`config.mk`:
```
export PLATFORM = sky130hd
export DESIGN_NAME = spi_regport
export DESIGN_NICKNAME = d
export VERILOG_FILES = /design/src/rtl/spi_regport.sv
export SDC_FILE = /design/constraint.sdc
export NUM_CORES = 1
export LEC_CHECK = 0
export ABC_CLOCK_PERIOD_IN_PS = 2150
export BUFFER_PORTS_ARGS = -buffer_cell sky130_fd_sc_hd__buf_4
export CAP_MARGIN = 20
export CORE_MARGIN = 2
export CORE_UTILIZATION = 55
export CTS_CLUSTER_SIZE = 14
export DETAILED_ROUTE_END_ITERATION = 8
export PLACE_DENSITY = 0.79
export SYNTH_ARGS = -nofsm -noshare
export SYNTH_HDL_FRONTEND = slang
export SYNTH_SLANG_ARGS = --single-unit
```
`constraint.sdc`:
```
create_clock -name clk -period 2.15 [get_ports clk]
set_input_delay 0.215 -clock clk [delete_from_list [all_inputs] [get_ports clk]]
set_output_delay 0.215 -clock clk [all_outputs]
set_load 0.01 [all_outputs]
```
`src/rtl/spi_regport.sv`:
```
`timescale 1ns/1ps
module spi_regport #(
  parameter int ADDR_W = 7,
  parameter int DATA_W = 8
) (
  input  logic              clk,
  input  logic              rst_n,
  input  logic              sclk,
  input  logic              ss_n,
  input  logic              mosi,
  output logic              miso,
  output logic              miso_oe,
  output logic [ADDR_W-1:0] rf_waddr,
  output logic [DATA_W-1:0] rf_wdata,
  output logic              rf_we,
  output logic [ADDR_W-1:0] rf_raddr,
  input  logic [DATA_W-1:0] rf_rdata
);
  localparam int CMD_W = ADDR_W + 1;
  localparam int MAXW  = (CMD_W > DATA_W) ? CMD_W : DATA_W;
  localparam int CNT_W = $clog2(MAXW);
  localparam logic [CNT_W-1:0] CMD_LAST  = CNT_W'(CMD_W - 1);
  localparam logic [CNT_W-1:0] DATA_LAST = CNT_W'(DATA_W - 1);

  logic [2:0] sclk_p, ss_p;
  logic [1:0] mosi_p;
  logic active, in_cmd, is_read;
  logic [CNT_W-1:0]  cnt;
  logic [MAXW-1:0]   rx;
  logic [DATA_W-1:0] tx;
  logic [ADDR_W-1:0] addr;

  wire sclk_fall = sclk_p[2] & ~sclk_p[1];
  wire ss_fall   = ss_p[2] & ~ss_p[1];
  wire ss_rise   = ~ss_p[2] & ss_p[1];
  wire bit_fall  = active & sclk_fall;
  wire last      = in_cmd ? (cnt == CMD_LAST) : (cnt == DATA_LAST);
  wire byte_done = bit_fall & last;
  wire [ADDR_W-1:0] addr_nx = addr + 1'b1;

  assign rf_raddr = in_cmd ? rx[ADDR_W-1:0] : addr_nx;
  assign miso_oe  = active;
  assign miso     = active & tx[DATA_W-1];

  always_ff @(posedge clk or negedge rst_n) begin
    if (!rst_n) begin
      sclk_p <= '0;
      ss_p   <= '1;
      mosi_p <= '0;
    end else begin
      sclk_p <= {sclk_p[1:0], sclk};
      ss_p   <= {ss_p[1:0], ss_n};
      mosi_p <= {mosi_p[0], mosi};
    end
  end

  always_ff @(posedge clk or negedge rst_n) begin
    if (!rst_n) begin
      active   <= 1'b0;
      in_cmd   <= 1'b0;
      is_read  <= 1'b0;
      cnt      <= '0;
      rx       <= '0;
      tx       <= '0;
      addr     <= '0;
      rf_we    <= 1'b0;
      rf_waddr <= '0;
      rf_wdata <= '0;
    end else begin
      rf_we <= 1'b0;
      if (ss_fall) begin
        active  <= 1'b1;
        in_cmd  <= 1'b1;
        is_read <= 1'b0;
        cnt     <= '0;
        tx      <= '0;
      end else if (ss_rise) begin
        active <= 1'b0;
      end else if (bit_fall) begin
        rx  <= {rx[MAXW-2:0], mosi_p[1]};
        tx  <= {tx[DATA_W-2:0], 1'b0};
        cnt <= last ? '0 : cnt + 1'b1;
        if (last) begin
          if (in_cmd) begin
            in_cmd  <= 1'b0;
            addr    <= rx[ADDR_W-1:0];
            is_read <= mosi_p[1];
            if (mosi_p[1]) tx <= rf_rdata;
          end else begin
            addr <= addr_nx;
            if (is_read) begin
              tx <= rf_rdata;
            end else begin
              rf_we    <= 1'b1;
              rf_waddr <= addr;
              rf_wdata <= {rx[DATA_W-2:0], mosi_p[1]};
            end
          end
        end
      end
    end
  end

  a_r3_we_single: assert property (@(posedge clk) disable iff (!rst_n)
    rf_we |=> !rf_we);
  a_r6_we_in_frame: assert property (@(posedge clk) disable iff (!rst_n)
    rf_we |-> $past(active));
  a_r7_oe_drops: assert property (@(posedge clk) disable iff (!rst_n)
    $rose(ss_p[1]) |=> !miso_oe);
  a_r7_quiet_write: assert property (@(posedge clk) disable iff (!rst_n)
    (active && !is_read) |-> !miso);
  a_r5_addr_step: assert property (@(posedge clk) disable iff (!rst_n)
    (byte_done && !in_cmd) |=> addr == ADDR_W'($past(addr) + 1'b1));
  a_r2_cmd_once: assert property (@(posedge clk) disable iff (!rst_n)
    (byte_done && in_cmd) |=> !in_cmd);
endmodule

```
==> PnR_summary.wiki <==
{| class="wikitable"
! Metric !! Value
|-
| Run status || finished clean
|-
| Maximum count of clock buffers along a single path || 2
|-
| Inserted Clock Buffers || 5
|-
| Number of placement rows || 24
|-
| Total via count after detailed routing || 1,648
|-
| Gate count of the mapped netlist || 204
|-
| Area share of the largest cell type after synthesis || 51.1%
|-
| Share of final-layout standard cells stronger than drive strength 1 || 32.4%
|-
| Worst Tran Pin Value || 0.627 ns
|-
| Cell types with the highest counts after synthesis || sky130_fd_sc_hd__dfrtp_1, sky130_fd_sc_hd__nand2_1, sky130_fd_sc_hd__o21ai_0
|-
| Vertical extent of the die || 70.0 µm
|-
| Switching share of total power || 22.9%
|-
| CTS tree || yes
|-
| Highest attainable clock frequency || 504 MHz
|-
| Insertion delay to the later sink of the worst-skew pair || 0.30 ns
|-
| Initial antenna violation count || 0
|-
| Register-to-register setup slack || 0.27 ns
|-
| Cell with the most instances after synthesis || sky130_fd_sc_hd__dfrtp_1
|-
| Period minus WS final || 1.98 ns
|-
| Wire per inst || 14.2 µm
|-
| Die outline area || 4900 µm²
|-
| Power density of the placed cells || 666 nW/µm²
|-
| Maximum VDD drop || 0.458 mV
|-
| Logic depth of the worst register-to-register path || 6
|-
| RR Endpoint || rf_waddr[1]
|-
| GPL Wtd Cong || 0.781
|-
| Detail Route Antenna Nets || 0
|-
| Final HPWL from detailed placement || 3050 µm
|-
| Diode count || 0
|-
| Pins over their slew limit || 0
|-
| Number of filler cells placed in the layout || 333
|-
| Count of clock tree sinks || 52
|-
| Average instance area after synthesis || 11.8 µm²
|-
| Seq. cell area || 1310 µm²
|-
| Number of instances resized during post-cts repair || 0
|-
| Count of final setup violators || 0
|-
| Clock root cell || sky130_fd_sc_hd__clkbuf_8
|-
| Syn Nets || 224
|-
| Number of detailed-route iterations in the first pass || 4
|-
| Remaining routing DRC violations || 0
|-
| Floorplan die width || 70.0 µm
|-
| Dominant cell type by area after synthesis || sky130_fd_sc_hd__dfrtp_1
|-
| Internal cell power || 0.00146 W
|-
| Number of nets in the final layout || 266
|-
| Hold depth || 1
|-
| Critical Path Sink Type || output port
|-
| Post-synthesis cell area || 2400 µm²
|-
| Yosys warning total || 0
|-
| Cells taking the most area after synthesis || sky130_fd_sc_hd__dfrtp_1, sky130_fd_sc_hd__mux2_2, sky130_fd_sc_hd__mux2_4
|-
| DRT iter0 DRCs || 120
|-
| Critical Path Start Type || flip-flop
|-
| Arrival time of data at the critical path endpoint || 1.77 ns
|-
| Fraction of power consumed by sequential logic || 56.2%
|-
| Largest fanout of any net on the critical path || 4
|-
| Initial Util || 56.2%
|-
| Overall routing resource usage || 18.6%
|-
| Final routed wirelength across all metal layers || 4230 µm
|-
| Max-cap check violation count || 0
|-
| Sum of negative setup slack || 0 ns
|-
| Critical Path Max Stage Delay || 0.41 ns
|-
| Non-filler cells in the finished layout || 299
|-
| Vias in the first global route || 1,586
|-
| End point of the worst hold path || ss_p[0]
|-
| Power, Total || 0.00190 W
|-
| Layout Area Growth over Synthesis || 18.8%
|-
| Number of buffers added on ports || 37
|-
| Multi-input gate area || 1020 µm²
|-
| Worst slew margin relative to its limit || 58.2%
|-
| Part of the cycle the worst path needs || 92.2%
|-
| RSZ-0062 raised after global routing || no
|-
| Synth async-reset ratio || 100%
|-
| Leakage power || 1.43 nW
|-
| Number of primary I/O pins || 38
|-
| Number of different library cells in the post-synthesis netlist || 36
|-
| Number of enable flip-flop cells after synthesis || 0
|-
| H-Tree Depth || 2
|-
| Seq/Total Area, Yosys || 54.4%
|-
| Critical path data required time || 1.93 ns
|-
| Start of the worst register-to-register path || ss_p[1]
|-
| Clock-pin transition on the worst setup and hold timing paths || 0.08 ns
|-
| First-pass GRT wire length || 7220 µm
|-
| Sequence of cells on the critical path || ha_1 > and3_1 > nand3_1 > xnor2_1 > o21ai_0 > buf_4
|-
| Worst clock skew || 0.0120 ns
|-
| Class of the tightest hold or removal check || in -> reg
|-
| Synthesis-stage register bit count || 52
|-
| Area inside the core boundary || 4260 µm²
|-
| Number of hold-slack violations in the final timing report || 0
|-
| Worst hold start || ss_n
|-
| Critical Setup Path Class || reg -> out
|-
| Cell count after placement || 288
|-
| Proportion of power drawn by combinational gates || 9.8%
|-
| Per-cell via count in the routed design || 5.51
|-
| Fraction of power consumed by the clock network || 34.0%
|-
| Slowest cell on crit path || sky130_fd_sc_hd__dfrtp_1
|-
| P_sw || 0.000435 W
|-
| Remaining global-route overflow || 0
|-
| Pin count of the biggest net entering global routing || 53
|-
| Main flop type after synthesis || sky130_fd_sc_hd__dfrtp_1
|}
-- what timing repair did --
action | 4_1_cts | 5_1_grt
endpoints found under the hold margin | 49 | 0
setup buffers | 0 | 2
setup endpoints to repair | 0 | 1
hold buffers | 1 | 0
-- layout make-up --
cell class                      instances  share of cell area (%)
Multi-Input combinational cell        138                    35.8
Tap cell                               52                    2.28
Inverter                                5                   0.659
Clock buffer                            7                    2.68
Clock inverter                          1                    1.05
Timing Repair Buffer                   44                    11.7
Sequential cell                        52                    45.8
-- cells in the final DEF (no fill, tap or decap) --
cell                            count
sky130_fd_sc_hd__inv_1              5
sky130_fd_sc_hd__mux2_2            14
sky130_fd_sc_hd__nor3_4             1
sky130_fd_sc_hd__bufinv_16          1
sky130_fd_sc_hd__nor4_1             2
sky130_fd_sc_hd__nor2_1             5
sky130_fd_sc_hd__dfrtp_1           49
sky130_fd_sc_hd__nor3_1             3
sky130_fd_sc_hd__or3_1              3
sky130_fd_sc_hd__buf_4             43
sky130_fd_sc_hd__a22o_1             2
sky130_fd_sc_hd__and2_1             2
sky130_fd_sc_hd__and3b_1            1
sky130_fd_sc_hd__a21oi_1            1
sky130_fd_sc_hd__a221o_1            2
sky130_fd_sc_hd__dlygate4sd3_1      1
sky130_fd_sc_hd__nand2_2            1
sky130_fd_sc_hd__or2_2              1
sky130_fd_sc_hd__o22ai_1            3
sky130_fd_sc_hd__nand2_1           33
sky130_fd_sc_hd__xor2_1             1
sky130_fd_sc_hd__nand3_1            5
sky130_fd_sc_hd__ha_1               7
sky130_fd_sc_hd__nand3_4            1
sky130_fd_sc_hd__clkbuf_1           2
sky130_fd_sc_hd__nor2b_1            1
sky130_fd_sc_hd__and4b_1            1
sky130_fd_sc_hd__mux2i_1            8
sky130_fd_sc_hd__xnor2_1            4
sky130_fd_sc_hd__clkbuf_8           5
sky130_fd_sc_hd__dfstp_2            3
sky130_fd_sc_hd__a21o_1             1
sky130_fd_sc_hd__and3_1             2
sky130_fd_sc_hd__nand3b_1           1
sky130_fd_sc_hd__o21ai_0           20
sky130_fd_sc_hd__mux2_4            10
sky130_fd_sc_hd__nor3b_1            2
-- logic make-up after synthesis --
family          synth area share, %
compound gates                 7.05
xor+xnor                       1.83
fa+ha+maj                      3.65
buf+inv                        2.97
flops                          54.4
mux                            16.2
simple gates                   13.9
-- registers in the layout, summed over array words and instances, names as in the netlist --
| name | flops |
|---|---|
| mosi_p | 2 |
| rf_we | 1 |
| addr | 7 |
| sclk_p | 3 |
| rx | 7 |
| in_cmd | 1 |
| is_read | 1 |
| rf_wdata | 8 |
| cnt | 3 |
| ss_p | 3 |
| rf_waddr | 7 |
| miso_oe | 1 |
| tx | 8 |
-- layer usage --
metal / GRT usage [%] / vias to the layer above / routed length, µm
met5: 0 / - / 0
met1: 23.4 / 803 / 1780
met2: 31.7 / 50 / 2170
met4: 5.34 / 0 / 50
met3: 5.05 / 7 / 226
li1: - / 788 / -
-- power groups by stage --
stage | combinational (W) | clock (W) | sequential (W)
2_1_floorplan | 0.0000996 | 0 | 0.00107
3_3_place_gp | 0.000180 | 0 | 0.00108
3_5_place_dp | 0.000188 | 0 | 0.00109
4_1_cts | 0.000191 | 0.000664 | 0.00107
5_1_grt | 0.000212 | 0.000699 | 0.00107
6_report | 0.000185 | 0.000646 | 0.00107
-- critical path: cells and delay by family, from the launching register on --
kind                     cells  cell delay [ns]
AO/OA/AOI/OAI                1             0.16
AND/OR/NAND/NOR              2             0.36
flip-flops                   1             0.41
buffers and inverters        1             0.15
XOR/XNOR                     1             0.16
adder cells (fa/ha/maj)      1             0.22
-- how the worst max path moves through the flow --
stage               startpoint     endpoint  cells after the start
finish                 addr[1]  rf_raddr[6]                      6
global route           addr[1]  rf_raddr[6]                      6
CTS                    addr[0]  rf_raddr[6]                      6
detailed placement     ss_p[1]  rf_waddr[1]                      6
global placement       ss_p[1]  rf_wdata[4]                      6
floorplan              ss_p[1]  rf_waddr[0]                      6
-- stage by stage --
stage                     util [%]  setup WS, ns  instance area, µm²  hold slack (ns)
after floorplan                  -         0.265                2400          -0.0806
after global placement        63.7         0.316                2720            0.281
after detailed placement      63.7         0.271                2720            0.281
after CTS                     66.5         0.105                2830           0.0123
after global routing          66.8        0.0286                2850          0.00373
final                         66.8         0.167                2850           0.0214
Power figures use the tool's default switching activity.
